`config.mk`:
```
export PLATFORM = sky130hd
export DESIGN_NAME = spi_byte_slave
export DESIGN_NICKNAME = d
export VERILOG_FILES = /design/src/rtl/spis_pkg.sv /design/src/rtl/spis_sync.sv /design/src/rtl/spis_edge.sv /design/src/rtl/spi_byte_slave.sv
export SDC_FILE = /design/constraint.sdc
export NUM_CORES = 1
export LEC_CHECK = 0
export BUFFER_PORTS_ARGS = -buffer_cell sky130_fd_sc_hd__buf_2
export CAP_MARGIN = 0
export CELL_PAD_IN_SITES_DETAIL_PLACEMENT = 0
export CELL_PAD_IN_SITES_GLOBAL_PLACEMENT = 1
export CORE_ASPECT_RATIO = 0.9
export CORE_UTILIZATION = 35
export DETAILED_ROUTE_END_ITERATION = 10
export GPL_ROUTABILITY_DRIVEN = 0
export PLACE_DENSITY_LB_ADDON = 0.1
export SLEW_MARGIN = 20
export SYNTH_ARGS = -nofsm -noshare
export SYNTH_HDL_FRONTEND = slang
export SYNTH_SLANG_ARGS = --single-unit
```
`constraint.sdc`:
```
create_clock -name clk -period 3.1 [get_ports clk]
set_input_delay 0.62 -clock clk [delete_from_list [all_inputs] [get_ports clk]]
set_output_delay 0.62 -clock clk [all_outputs]
set_load 0.01 [all_outputs]
```
`src/rtl/spis_pkg.sv`:
```
package spis_pkg;

    // Host configuration word
    typedef struct packed {
        logic en;
        logic cpol;
        logic cpha;
    } spis_cfg_t;

    // Reset value of the synchronised pin bundle {sck, ss_n, mosi}
    localparam logic [2:0] PIN_RST = 3'b010;

endpackage

```
`src/rtl/spis_sync.sv`:
```
module spis_sync #(
    parameter int         W       = 1,
    parameter int         STAGES  = 2,
    parameter logic [W-1:0] RST_VAL = '0
) (
    input  logic         clk,
    input  logic         rst_n,
    input  logic [W-1:0] d,
    output logic [W-1:0] q
);

    logic [W-1:0] stg_q [STAGES];

    genvar gi;
    generate
        for (gi = 0; gi < STAGES; gi++) begin : g_stage
            if (gi == 0) begin : g_first
                always_ff @(posedge clk or negedge rst_n) begin
                    if (!rst_n) stg_q[gi] <= RST_VAL;
                    else        stg_q[gi] <= d;
                end
            end else begin : g_next
                always_ff @(posedge clk or negedge rst_n) begin
                    if (!rst_n) stg_q[gi] <= RST_VAL;
                    else        stg_q[gi] <= stg_q[gi-1];
                end
            end
        end
    endgenerate

    assign q = stg_q[STAGES-1];

endmodule

```
`src/rtl/spis_edge.sv`:
```
module spis_edge (
    input  logic clk,
    input  logic rst_n,
    input  logic sck_s,
    input  logic ss_s,
    input  logic cpol,
    output logic lead,
    output logic trail,
    output logic ss_fall
);

    typedef struct packed {
        logic sck;
        logic ss;
    } prev_t;

    prev_t prev_d, prev_q;

    always_comb begin
        prev_d     = prev_q;
        prev_d.sck = sck_s;
        prev_d.ss  = ss_s;
    end

    always_ff @(posedge clk or negedge rst_n) begin
        if (!rst_n) prev_q <= '{sck: 1'b0, ss: 1'b1};
        else        prev_q <= prev_d;
    end

    // Leading edge leaves the idle level, trailing edge returns to it
    assign lead    = (sck_s != prev_q.sck) && (sck_s != cpol);
    assign trail   = (sck_s != prev_q.sck) && (sck_s == cpol);
    assign ss_fall = prev_q.ss && !ss_s;

endmodule

```
`src/rtl/spi_byte_slave.sv`:
```
module spi_byte_slave #(
    parameter int DW          = 8,
    parameter int SYNC_STAGES = 2
) (
    input  logic          clk,
    input  logic          rst_n,
    input  logic          cfg_we,
    input  logic          cfg_en,
    input  logic          cfg_cpol,
    input  logic          cfg_cpha,
    input  logic          tx_we,
    input  logic [DW-1:0] tx_byte,
    input  logic          rx_rd,
    input  logic          flag_clr,
    output logic [DW-1:0] rx_byte,
    output logic          rx_valid,
    output logic          rx_full,
    output logic          rx_overrun,
    output logic          frame_err,
    input  logic          sck_i,
    input  logic          ss_n_i,
    input  logic          mosi_i,
    output logic          miso_o,
    output logic          miso_oe
);
    import spis_pkg::*;

    localparam int CW = (DW > 2) ? $clog2(DW) : 1;
    localparam logic [CW-1:0] LAST_BIT = CW'(DW - 1);

    typedef struct packed {
        spis_cfg_t     cfg;
        logic [DW-1:0] tx;
        logic [DW-1:0] sh_tx;
        logic [DW-1:0] sh_rx;
        logic [CW-1:0] cnt;
        logic          armed;
        logic [DW-1:0] rx;
        logic          valid;
        logic          full;
        logic          ovr;
        logic          ferr;
    } st_t;

    st_t st_d, st_q;

    logic [2:0] pins_s;
    logic       sck_s, ss_s, mosi_s;
    logic       lead, trail, ss_fall;
    logic       smp_edge, sft_edge, dlv;

    spis_sync #(.W(3), .STAGES(SYNC_STAGES), .RST_VAL(PIN_RST)) u_sync (
        .clk   (clk),
        .rst_n (rst_n),
        .d     ({sck_i, ss_n_i, mosi_i}),
        .q     (pins_s)
    );

    assign sck_s  = pins_s[2];
    assign ss_s   = pins_s[1];
    assign mosi_s = pins_s[0];

    spis_edge u_edge (
        .clk     (clk),
        .rst_n   (rst_n),
        .sck_s   (sck_s),
        .ss_s    (ss_s),
        .cpol    (st_q.cfg.cpol),
        .lead    (lead),
        .trail   (trail),
        .ss_fall (ss_fall)
    );

    // Phase picks which edge samples and which edge shifts
    assign smp_edge = st_q.cfg.cpha ? trail : lead;
    assign sft_edge = st_q.cfg.cpha ? lead  : trail;

    always_comb begin
        st_d       = st_q;
        st_d.valid = 1'b0;
        dlv        = 1'b0;

        if (cfg_we) begin
            st_d.cfg.en = cfg_en;
            if (!st_q.cfg.en) begin
                st_d.cfg.cpol = cfg_cpol;
                st_d.cfg.cpha = cfg_cpha;
            end
        end

        if (tx_we)    st_d.tx   = tx_byte;
        if (rx_rd)    st_d.full = 1'b0;
        if (flag_clr) begin
            st_d.ovr  = 1'b0;
            st_d.ferr = 1'b0;
        end

        if (!st_q.cfg.en) begin
            st_d.cnt   = '0;
            st_d.armed = 1'b0;
        end else if (ss_fall) begin
            // start of a select frame
            st_d.cnt   = '0;
            st_d.armed = 1'b1;
            if (!st_q.cfg.cpha) st_d.sh_tx = st_q.tx;
        end else if (ss_s) begin
            // deselected: any partial byte is dropped
            st_d.cnt   = '0;
            st_d.armed = 1'b0;
        end else begin
            if (smp_edge) begin
                if (st_q.cfg.cpha || st_q.armed) begin
                    st_d.sh_rx = {st_q.sh_rx[DW-2:0], mosi_s};
                    if (st_q.cnt == LAST_BIT) begin
                        dlv      = 1'b1;
                        st_d.cnt = '0;
                        if (!st_q.cfg.cpha) st_d.armed = 1'b0;
                    end else begin
                        st_d.cnt = st_q.cnt + 1'b1;
                    end
                end else begin
                    st_d.ferr = 1'b1;
                end
            end
            if (sft_edge) begin
                if (st_q.cfg.cpha && (st_q.cnt == '0)) st_d.sh_tx = st_q.tx;
                else st_d.sh_tx = {st_q.sh_tx[DW-2:0], 1'b0};
            end
        end

        if (dlv) begin
            st_d.rx    = {st_q.sh_rx[DW-2:0], mosi_s};
            st_d.valid = 1'b1;
            st_d.full  = 1'b1;
            if (st_q.full && !rx_rd) st_d.ovr = 1'b1;
        end
    end

    always_ff @(posedge clk or negedge rst_n) begin
        if (!rst_n) st_q <= '0;
        else        st_q <= st_d;
    end

    // Internal views for the bound checker
    logic en_w, cpol_w, cpha_w;
    assign en_w   = st_q.cfg.en;
    assign cpol_w = st_q.cfg.cpol;
    assign cpha_w = st_q.cfg.cpha;

    assign rx_byte    = st_q.rx;
    assign rx_valid   = st_q.valid;
    assign rx_full    = st_q.full;
    assign rx_overrun = st_q.ovr;
    assign frame_err  = st_q.ferr;
    assign miso_o     = st_q.sh_tx[DW-1];
    assign miso_oe    = st_q.cfg.en & ~ss_s;

endmodule

```
---- Yosys cells after proc, flatten, opt, wreduce, memory -nomap -nowiden ----
Index checks and enable logic that the tools add are counted.
W data, S select, Z words.
operators by class
  add/sub/neg operators ................... 1
  equal/unequal tests ..................... 10
  muxes and demuxes ....................... 30
  bitwise operators ....................... 4
  reduce and logical (&&, ||, !) cells .... 16
operator list
  kind                   number
  $mux W8                4
  $mux W12               2
  $mux W1                17
  $mux W16               1
  $mux W4                3
  $ne A4 B1 Y1 const B   3
  $reduce_and A4 Y1      2
  $mux W3                2
  $logic_and A1 B1 Y1    5
  $reduce_and A5 Y1      1
  $ne A2 B2 Y1 const B   2
  $ne A4 B2 Y1 const B   1
  $reduce_and A2 Y1      2
  $reduce_bool A2 Y1     2
  $add A3 B1 Y3 const B  1
  $eq A3 B3 Y1 const B   1
  $logic_not A3 Y1       1
  $not A1 Y1             3
  $logic_not A1 Y1       2
  $mux W2                1
  $ne A1 B1 Y1           2
  $and A1 B1 Y1          1
  $eq A1 B1 Y1           1
  $logic_or A1 B1 Y1     1
word-level totals
  register bits ........................... 51
  input port bits ......................... 20
  output and inout bits ................... 14
  word-level logic and storage cells ...... 78

---- Longest topological paths before layout ----
Gate-level depths: netlist (run 1).
  depth in word-level cells ............... 8
  gate-level depth with buffers ........... 7
  gate-level depth less buffers ........... 6

---- Modules after synthesis ----
From an unflattened synthesis (run 1), not the netlist that was laid out.
unflattened totals
  cell total of the unflattened synthesis .. 177
  area total of the unflattened synthesis .. 2229.6 µm²
by module, submodules not included
  module          instances  cells each  area each (µm²)  sequential area each (µm²)
  spi_byte_slave  1          161         1963.1           1051.0
  spis_sync       1          9           175.2            152.6
  spis_edge       1          7           91.3             51.3

---- Least setup slack after synthesis (run 1) ----
No wires, ideal clock.
  path type ............................... reg2reg
  start point ............................. register st_q (netlist bit cpol_w)
  end point ............................... register st_q (netlist bit miso_o)
  setup time .............................. 125 ps
  arrival ................................. 1553 ps
  required time ........................... 2975 ps
  path slack .............................. 1422 ps
  stages on the path, launching flop included .. 6
  path buffers ............................ 1
  period minus slack after synthesis ...... 1678 ps
  cells stage by stage .................... dfrtp_1 -> and3b_1 -> o41a_1 -> a21bo_2 -> buf_6 -> mux2_4
on the way
  longest elaborated chain between the ends .. 5
  elaborated cells on any way between the ends .. 7
  classes of those cells .................. eq/ne: 2; mux: 1; reduce/logical: 4
ends and longest elaborated chain
  item                                           RTL line                          RTL
  start, declared                                spi_byte_slave.sv:45              st_t st_d, st_q;
  start signal, assigned                         spi_byte_slave.sv:141             else st_q <= st_d;
  $eq A1 B1 Y1 or $ne A1 B1 Y1 (tied branches)   spis_edge.sv:32, spis_edge.sv:31
  $logic_and A1 B1 Y1, on equally long branches  spis_edge.sv:32, spis_edge.sv:31
  $mux W1 (*)                                    spi_byte_slave.sv:76              assign sft_edge = st_q.cfg.cpha ? lead : trail;
  $reduce_bool A2 Y1 (no line) (*)               n/a
  $reduce_and A4 Y1 (no line) (*)                n/a
Every way passes the cells marked *; elsewhere a longest branch is shown, timed or not.
A chain may end at the register's enable or synchronous reset.

---- Worst setup path after layout (run 1) ----
  start point ............................. register st_q (netlist bit cpol_w)
  end point ............................... register st_q (netlist bit rx_byte[7])
on the way
  longest elaborated chain between the ends .. 7
  elaborated cells on any way between the ends .. 9
  classes of those cells .................. eq/ne: 2; mux: 5; reduce/logical: 2
ends and longest elaborated chain
  item                                           RTL line                          RTL
  $ne A1 B1 Y1 or $eq A1 B1 Y1 (tied branches)   spis_edge.sv:31, spis_edge.sv:32
  $logic_and A1 B1 Y1, on equally long branches  spis_edge.sv:31, spis_edge.sv:32
  $mux W1 (*)                                    spi_byte_slave.sv:75              assign smp_edge = st_q.cfg.cpha ? trail : lead;
  $mux W1 (*)                                    spi_byte_slave.sv:111             if (smp_edge) begin
  $mux W1 (*)                                    spi_byte_slave.sv:106             end else if (ss_s) begin
  $mux W1 (*)                                    spi_byte_slave.sv:101             end else if (ss_fall) begin
  $mux W1 (*)                                    spi_byte_slave.sv:98              if (!st_q.cfg.en) begin
Marked as above.

==> results of run 1 <==
==> placed cells by master (no fill, tap or decap), types with 2 or more instances in the layout <==
| cell type | Yosys | layout |
|---|---|---|
| dfrtp_1 | 47 | 47 |
| buf_2 | 0 | 33 |
| mux2_2 | 20 | 20 |
| mux2_4 | 14 | 14 |
| a22o_1 | 10 | 10 |
| inv_1 | 6 | 6 |
| clkbuf_8 | 0 | 6 |
| nor2_1 | 3 | 3 |
| o21ai_0 | 3 | 3 |
| ha_1 | 3 | 3 |
| dfstp_2 | 3 | 3 |
| nor2b_1 | 2 | 2 |
| a21oi_1 | 2 | 2 |
| bufinv_16 | 0 | 2 |
==> cells by family (layout without fill, tap and decap cells) <==
| group | after synthesis | after routing | synth area share |
|---|---|---|---|
| AO/OA/AOI/OAI | 24 | 24 | 0.0905 |
| AND/OR/NAND/NOR | 17 | 17 | 0.0624 |
| multiplexers | 35 | 35 | 0.204 |
| buffers and inverters | 18 | 48 | 0.0515 |
| adder cells (fa/ha/maj) | 3 | 3 | 0.0172 |
| flip-flops | 50 | 50 | 0.574 |
==> routing by layer <==
layer | wire [µm] | vias to the layer above | track usage
met5 | 0 | - | 0
met4 | 51 | 0 | 0.0450
met3 | 164 | 7 | 0.0366
met2 | 1600 | 35 | 0.180
met1 | 1780 | 615 | 0.160
li1 | - | 575 | -
==> flip-flops by register name, indices dropped and copies added, names as in the netlist <==
name,flops
rx_full,1
u_sync.stg_q,3
u_edge.prev_q,2
en_w,1
miso_o,1
rx_byte,8
rx_overrun,1
st_q,26
u_sync.q,3
cpol_w,1
rx_valid,1
frame_err,1
cpha_w,1
==> critical path, stage by stage (launching register included) <==
cell and delay (ps):
dfrtp_1 420, nor3b_1 380, o21bai_1 190, a21boi_2 650, mux2_2 410
==> power groups by stage <==
stage	combinational (W)	clock (W)	sequential, W
2_1_floorplan	0.000129	0	0.000774
3_3_place_gp	0.000173	0	0.000785
3_5_place_dp	0.000177	0	0.000787
4_1_cts	0.000177	0.000571	0.000775
5_1_grt	0.000190	0.000603	0.000786
6_report	0.000173	0.000553	0.000775
==> stage by stage <==
stage | area [µm²] | worst slack [ps] | hold WS [ps] | utilization
finish | 2500 | 958 | 360 | 0.426
global route | 2500 | 783 | 364 | 0.426
CTS | 2500 | 943 | 360 | 0.426
detailed placement | 2350 | 942 | 347 | 0.402
global placement | 2350 | 1010 | 336 | 0.402
floorplan | 2180 | 1420 | 324 | -
==> area by class of cell <==
cell class                 count  share of cell area
sequential                    50               0.503
multi-input combinational     79               0.327
timing repair buffer          34              0.0691
tap                           70              0.0351
clock buffer                   6              0.0331
clock inverter                 2              0.0240
inverter                       6             0.00902
==> worst max-delay path by stage <==
| stage | cells after the start | from | slack (ps) | to |
|---|---|---|---|---|
| floorplan | 5 | cpol_w | 1420 | miso_o |
| global placement | 4 | cpol_w | 1010 | rx_byte[7] |
| detailed placement | 4 | cpha_w | 940 | rx_byte[7] |
| CTS | 4 | cpol_w | 940 | rx_byte[7] |
| global route | 4 | cpol_w | 780 | rx_byte[7] |
| finish | 4 | cpol_w | 960 | rx_byte[7] |
==> results.json, run 1 <==
{
  "hold_start": "u_sync.stg_q[4]",
  "fin_tns_setup_ps": 0,
  "r2r_slack_ps": 960,
  "drive_above_1_share": 0.492,
  "cts_made_buffers": 5,
  "switching_share": 0.219,
  "cts_buffer_depth": 2,
  "synth_edf_count": 0,
  "p_switching_w": 0.000328,
  "post_cts_resized": 0,
  "die_y_um": 77.0,
  "cts_tree": "built",
  "instances_no_fill": 247,
  "io_buffers": 33,
  "post-route-drc-count": 0,
  "via_per_inst": 4.99,
  "die_w_um": 85.3,
  "ys.flop_type": "dfrtp_1",
  "syn_area_mm2": 0.00218,
  "syn_area_per_cell_um2": 14.9,
  "antenna_found_initial": 0,
  "async_flop_share": 1.00,
  "worstSetupEndpointType": "flip-flop",
  "crit_fanout": 11,
  "initial_core_util": 0.373,
  "grt_pass1_vias": 1216,
  "cts.reportedPaths.clkPinSlew_ps": 90,
  "powerDensity_mw_per_mm2": 601,
  "grt_max_degree": 51,
  "h-tree-depth": 2,
  "clock_skew_ps": 9.69,
  "crit_required_ps": 3300,
  "clk_latency_ps": 300,
  "synthDistinctLibCells": 36,
  "worstRegToRegCells": 4,
  "critPathArrivalTime_ps": 2340,
  "post-cts-setup-buffer-count": 0,
  "core_mm2": 0.00586,
  "cts_root_buf": "clkbuf_8",
  "register_area_mm2": 0.00125,
  "antenna_left": 0,
  "rr_startpoint": "cpol_w",
  "cts-hold-fix-buffers": 0,
  "yosysMostFrequentCell": "dfrtp_1",
  "ys_seq_area_frac": 0.574,
  "power.share.combinational": 0.116,
  "via_count": 1232,
  "postSynthCellCount": 147,
  "peakVddDrop_uv": 294,
  "worstMarginPinSlew_ps": 759,
  "num-fill-cells": 563,
  "hold_class": "flip-flop to flip-flop",
  "drv_cap": 0,
  "holdPathEnd": "u_sync.q[1]",
  "power_frac_seq": 0.516,
  "rsz0062_at_grt": "false",
  "leakage_nw": 1.26,
  "diodes": 0,
  "drtIter0Drc": 51,
  "overflow": 0,
  "post-dp-hpwl_um": 2460,
  "max_freq_mhz": 467,
  "start_kind": "flip-flop",
  "r2r_end": "rx_byte[7]",
  "synthTopCellsByCount": "dfrtp_1, mux2_2, mux2_4, a22o_1, buf_4",
  "finalWirelength_um": 3590,
  "p_clk_frac": 0.368,
  "relSlewSlack": 0.491,
  "wl_per_cell_um": 14.5,
  "fp.dieArea_mm2": 0.00656,
  "yosys_warnings": 0,
  "yosysTopAreaCellShare": 0.538,
  "drt-pass1-iter-count": 4,
  "multi_input_area_um2": 817,
  "slew_violations": 0,
  "area_delta_synth_final_pct": 14.3,
  "synth.top_cells.by_area": "dfrtp_1, mux2_2, mux2_4, a22o_1, dfstp_2",
  "fin_nets": 199,
  "hold_depth": 0,
  "fin_crit_ps": 2140,
  "p_int_w": 0.00117,
  "yosysTopAreaCell": "dfrtp_1",
  "post-route-period-util": 0.691,
  "criticalPathCategory": "flip-flop to flip-flop",
  "grt_pass1_wl_um": 6000,
  "syn_nets": 170,
  "clock_sinks": 50,
  "ios": 34,
  "hold_violations": 0,
  "setup_violations": 0,
  "rows": 26,
  "status": "complete, no violations",
  "synth_seq_cells": 50,
  "p_total_w": 0.00150,
  "dp_cells": 239,
  "grt_usage": 0.119
}
Note: power is estimated with default switching activity, not from simulation.
==> run 2, diff against run 1 <==
clock period = 1.7 ns   (was 3.1 ns; I/O delays follow)
==> results.json, run 2 (synthesized netlist as in run 1, its figures left out) <==
{
  "final_core_util": 0.449,
  "initial_core_util": 0.373,
  "cpLargestDelayFamily": "flip-flops",
  "post-dp-hpwl_um": 2670,
  "h-tree-depth": 2,
  "rsz0062_at_grt": "true",
  "cts.reportedPaths.clkPinSlew_ps": 90,
  "diodes": 0,
  "finalWirelength_um": 3780,
  "ios": 34,
  "hold_class": "input port to async pin",
  "relSlewSlack": 0.654,
  "via_per_inst": 4.94,
  "overflow": 0,
  "switching_share": 0.250,
  "place_area_mm2": 0.00248,
  "clk_latency_ps": 300,
  "layout_common_cells": "dfrtp_1, buf_2, mux2_2",
  "power_frac_seq": 0.560,
  "clock_sinks": 50,
  "grt_usage": 0.128,
  "io_buffers": 33,
  "post-route-drc-count": 0,
  "r2r_slack_ps": 3,
  "slowest_delay_ps": 420,
  "critPathArrivalTime_ps": 1880,
  "die_y_um": 77.0,
  "drive_above_1_share": 0.550,
  "hold_violations": 0,
  "core_mm2": 0.00586,
  "fin_crit_ps": 1700,
  "criticalPathCategory": "flip-flop to flip-flop",
  "r2r_end": "st_q[28]",
  "worstPathCellList": "buf_6, nor3b_4, buf_4, o21ai_2, a21bo_4, mux2_4",
  "power.share.combinational": 0.153,
  "worst-path-buf-inv": 2,
  "slew_violations": 0,
  "instances_no_fill": 261,
  "drtIter0Drc": 21,
  "post-route-period-util": 0.998,
  "p_switching_w": 0.000630,
  "fin_nets": 213,
  "fp.dieArea_mm2": 0.00656,
  "area_delta_synth_final_pct": 20.4,
  "grt_pass1_wl_um": 6530,
  "antenna_found_initial": 0,
  "die_w_um": 85.3,
  "drt-pass1-iter-count": 4,
  "rr_startpoint": "cpol_w",
  "p_clk_frac": 0.286,
  "clock_skew_ps": 8.13,
  "worstSetupEndpointType": "flip-flop",
  "crit_required_ps": 1890,
  "max_freq_mhz": 589,
  "cts_made_buffers": 5,
  "powerDensity_mw_per_mm2": 957,
  "start_kind": "flip-flop",
  "largest_register_ff_count": 26,
  "top_register": "st_q",
  "design_area_mm2": 0.00263,
  "leakage_nw": 1.32,
  "worstRegToRegCells": 6,
  "wl_per_cell_um": 14.5,
  "drv_cap": 0,
  "slowest_stage": "dfrtp_1",
  "rows": 26,
  "crit_fanout": 8,
  "p_int_w": 0.00189,
  "peakVddDrop_uv": 532,
  "grt_pass1_vias": 1325,
  "cts_tree": "built",
  "grt_max_degree": 31,
  "setup_violations": 0,
  "antenna_left": 0,
  "p_total_w": 0.00252,
  "cts_buffer_depth": 2,
  "status": "complete, no violations",
  "via_count": 1289,
  "worstMarginPinSlew_ps": 519,
  "dp_cells": 252,
  "final_common_cell": "dfrtp_1",
  "cts_root_buf": "clkbuf_8"
}
-- run 2: cell count changes in the layout (fill, tap and decap cells not counted), moves of 2 or more --
cell and delta:
buf_4 +10, buf_6 +2, buf_12 +2, bufinv_16 -2
-- run 2: cell type report --
cell class | count | area, µm²
Sequential cell | 50 | 1260
Fill cell | 556 | 3220
Clock buffer | 6 | 82.6
Tap cell | 70 | 87.6
Timing Repair Buffer | 48 | 310
Inverter | 6 | 22.5
Clock inverter | 2 | 12.5
Multi-Input combinational cell | 79 | 860
-- run 2: metal layers --
layer / wire (µm) / global-route usage
met2: 1770 / 0.194
met5: 0 / 0
met1: 1800 / 0.174
met3: 157 / 0.0334
met4: 63 / 0.0567
-- run 2: worst reg2reg max path: cells and delay by family (launching register included) --
family	cells	cell delay, ps
compound gates	2	340
buf+inv	2	290
simple gates	1	220
flops	1	420
mux	1	310
-- run 2: worst max path at each step --
stage | cells past startpoint | end | start | slack (ps)
after floorplan | 5 | miso_o | cpol_w | 20
after global placement | 4 | st_q[28] | u_sync.q[2] | -40
after detailed placement | 5 | st_q[30] | u_edge.prev_q[1] | -90
after CTS | 5 | rx_byte[7] | cpha_w | -5
after global routing | 5 | rx_byte[7] | cpha_w | -60
final | 6 | st_q[28] | cpol_w | 3
-- run 2: metrics by stage --
stage / TNS (ps) / hold slack, ps / setup WS, ps
6_report: 0 / 1.43 / 3.14
5_1_grt: -674 / 21.4 / -63.7
4_1_cts: -8.53 / 6.16 / -5.10
3_5_place_dp: -1310 / 340 / -89.0
3_3_place_gp: -484 / 333 / -40.7
2_1_floorplan: 0 / 44.4 / 22.3
-- run 2: what timing repair did --
action                                  CTS  global route
endpoints found under the setup margin   23            27
pin swaps                                 5             5
hold buffers                              0             0
resized for setup                         7             6
setup buffers                             1             1
-- run 2: power groups by stage --
stage,combinational [W],clock (W),sequential (W)
after CTS,0.000378,0.000769,0.00141
after detailed placement,0.000368,0,0.00143
final,0.000386,0.000721,0.00141
after global placement,0.000355,0,0.00143
after global routing,0.000421,0.000812,0.00143
after floorplan,0.000235,0,0.00141
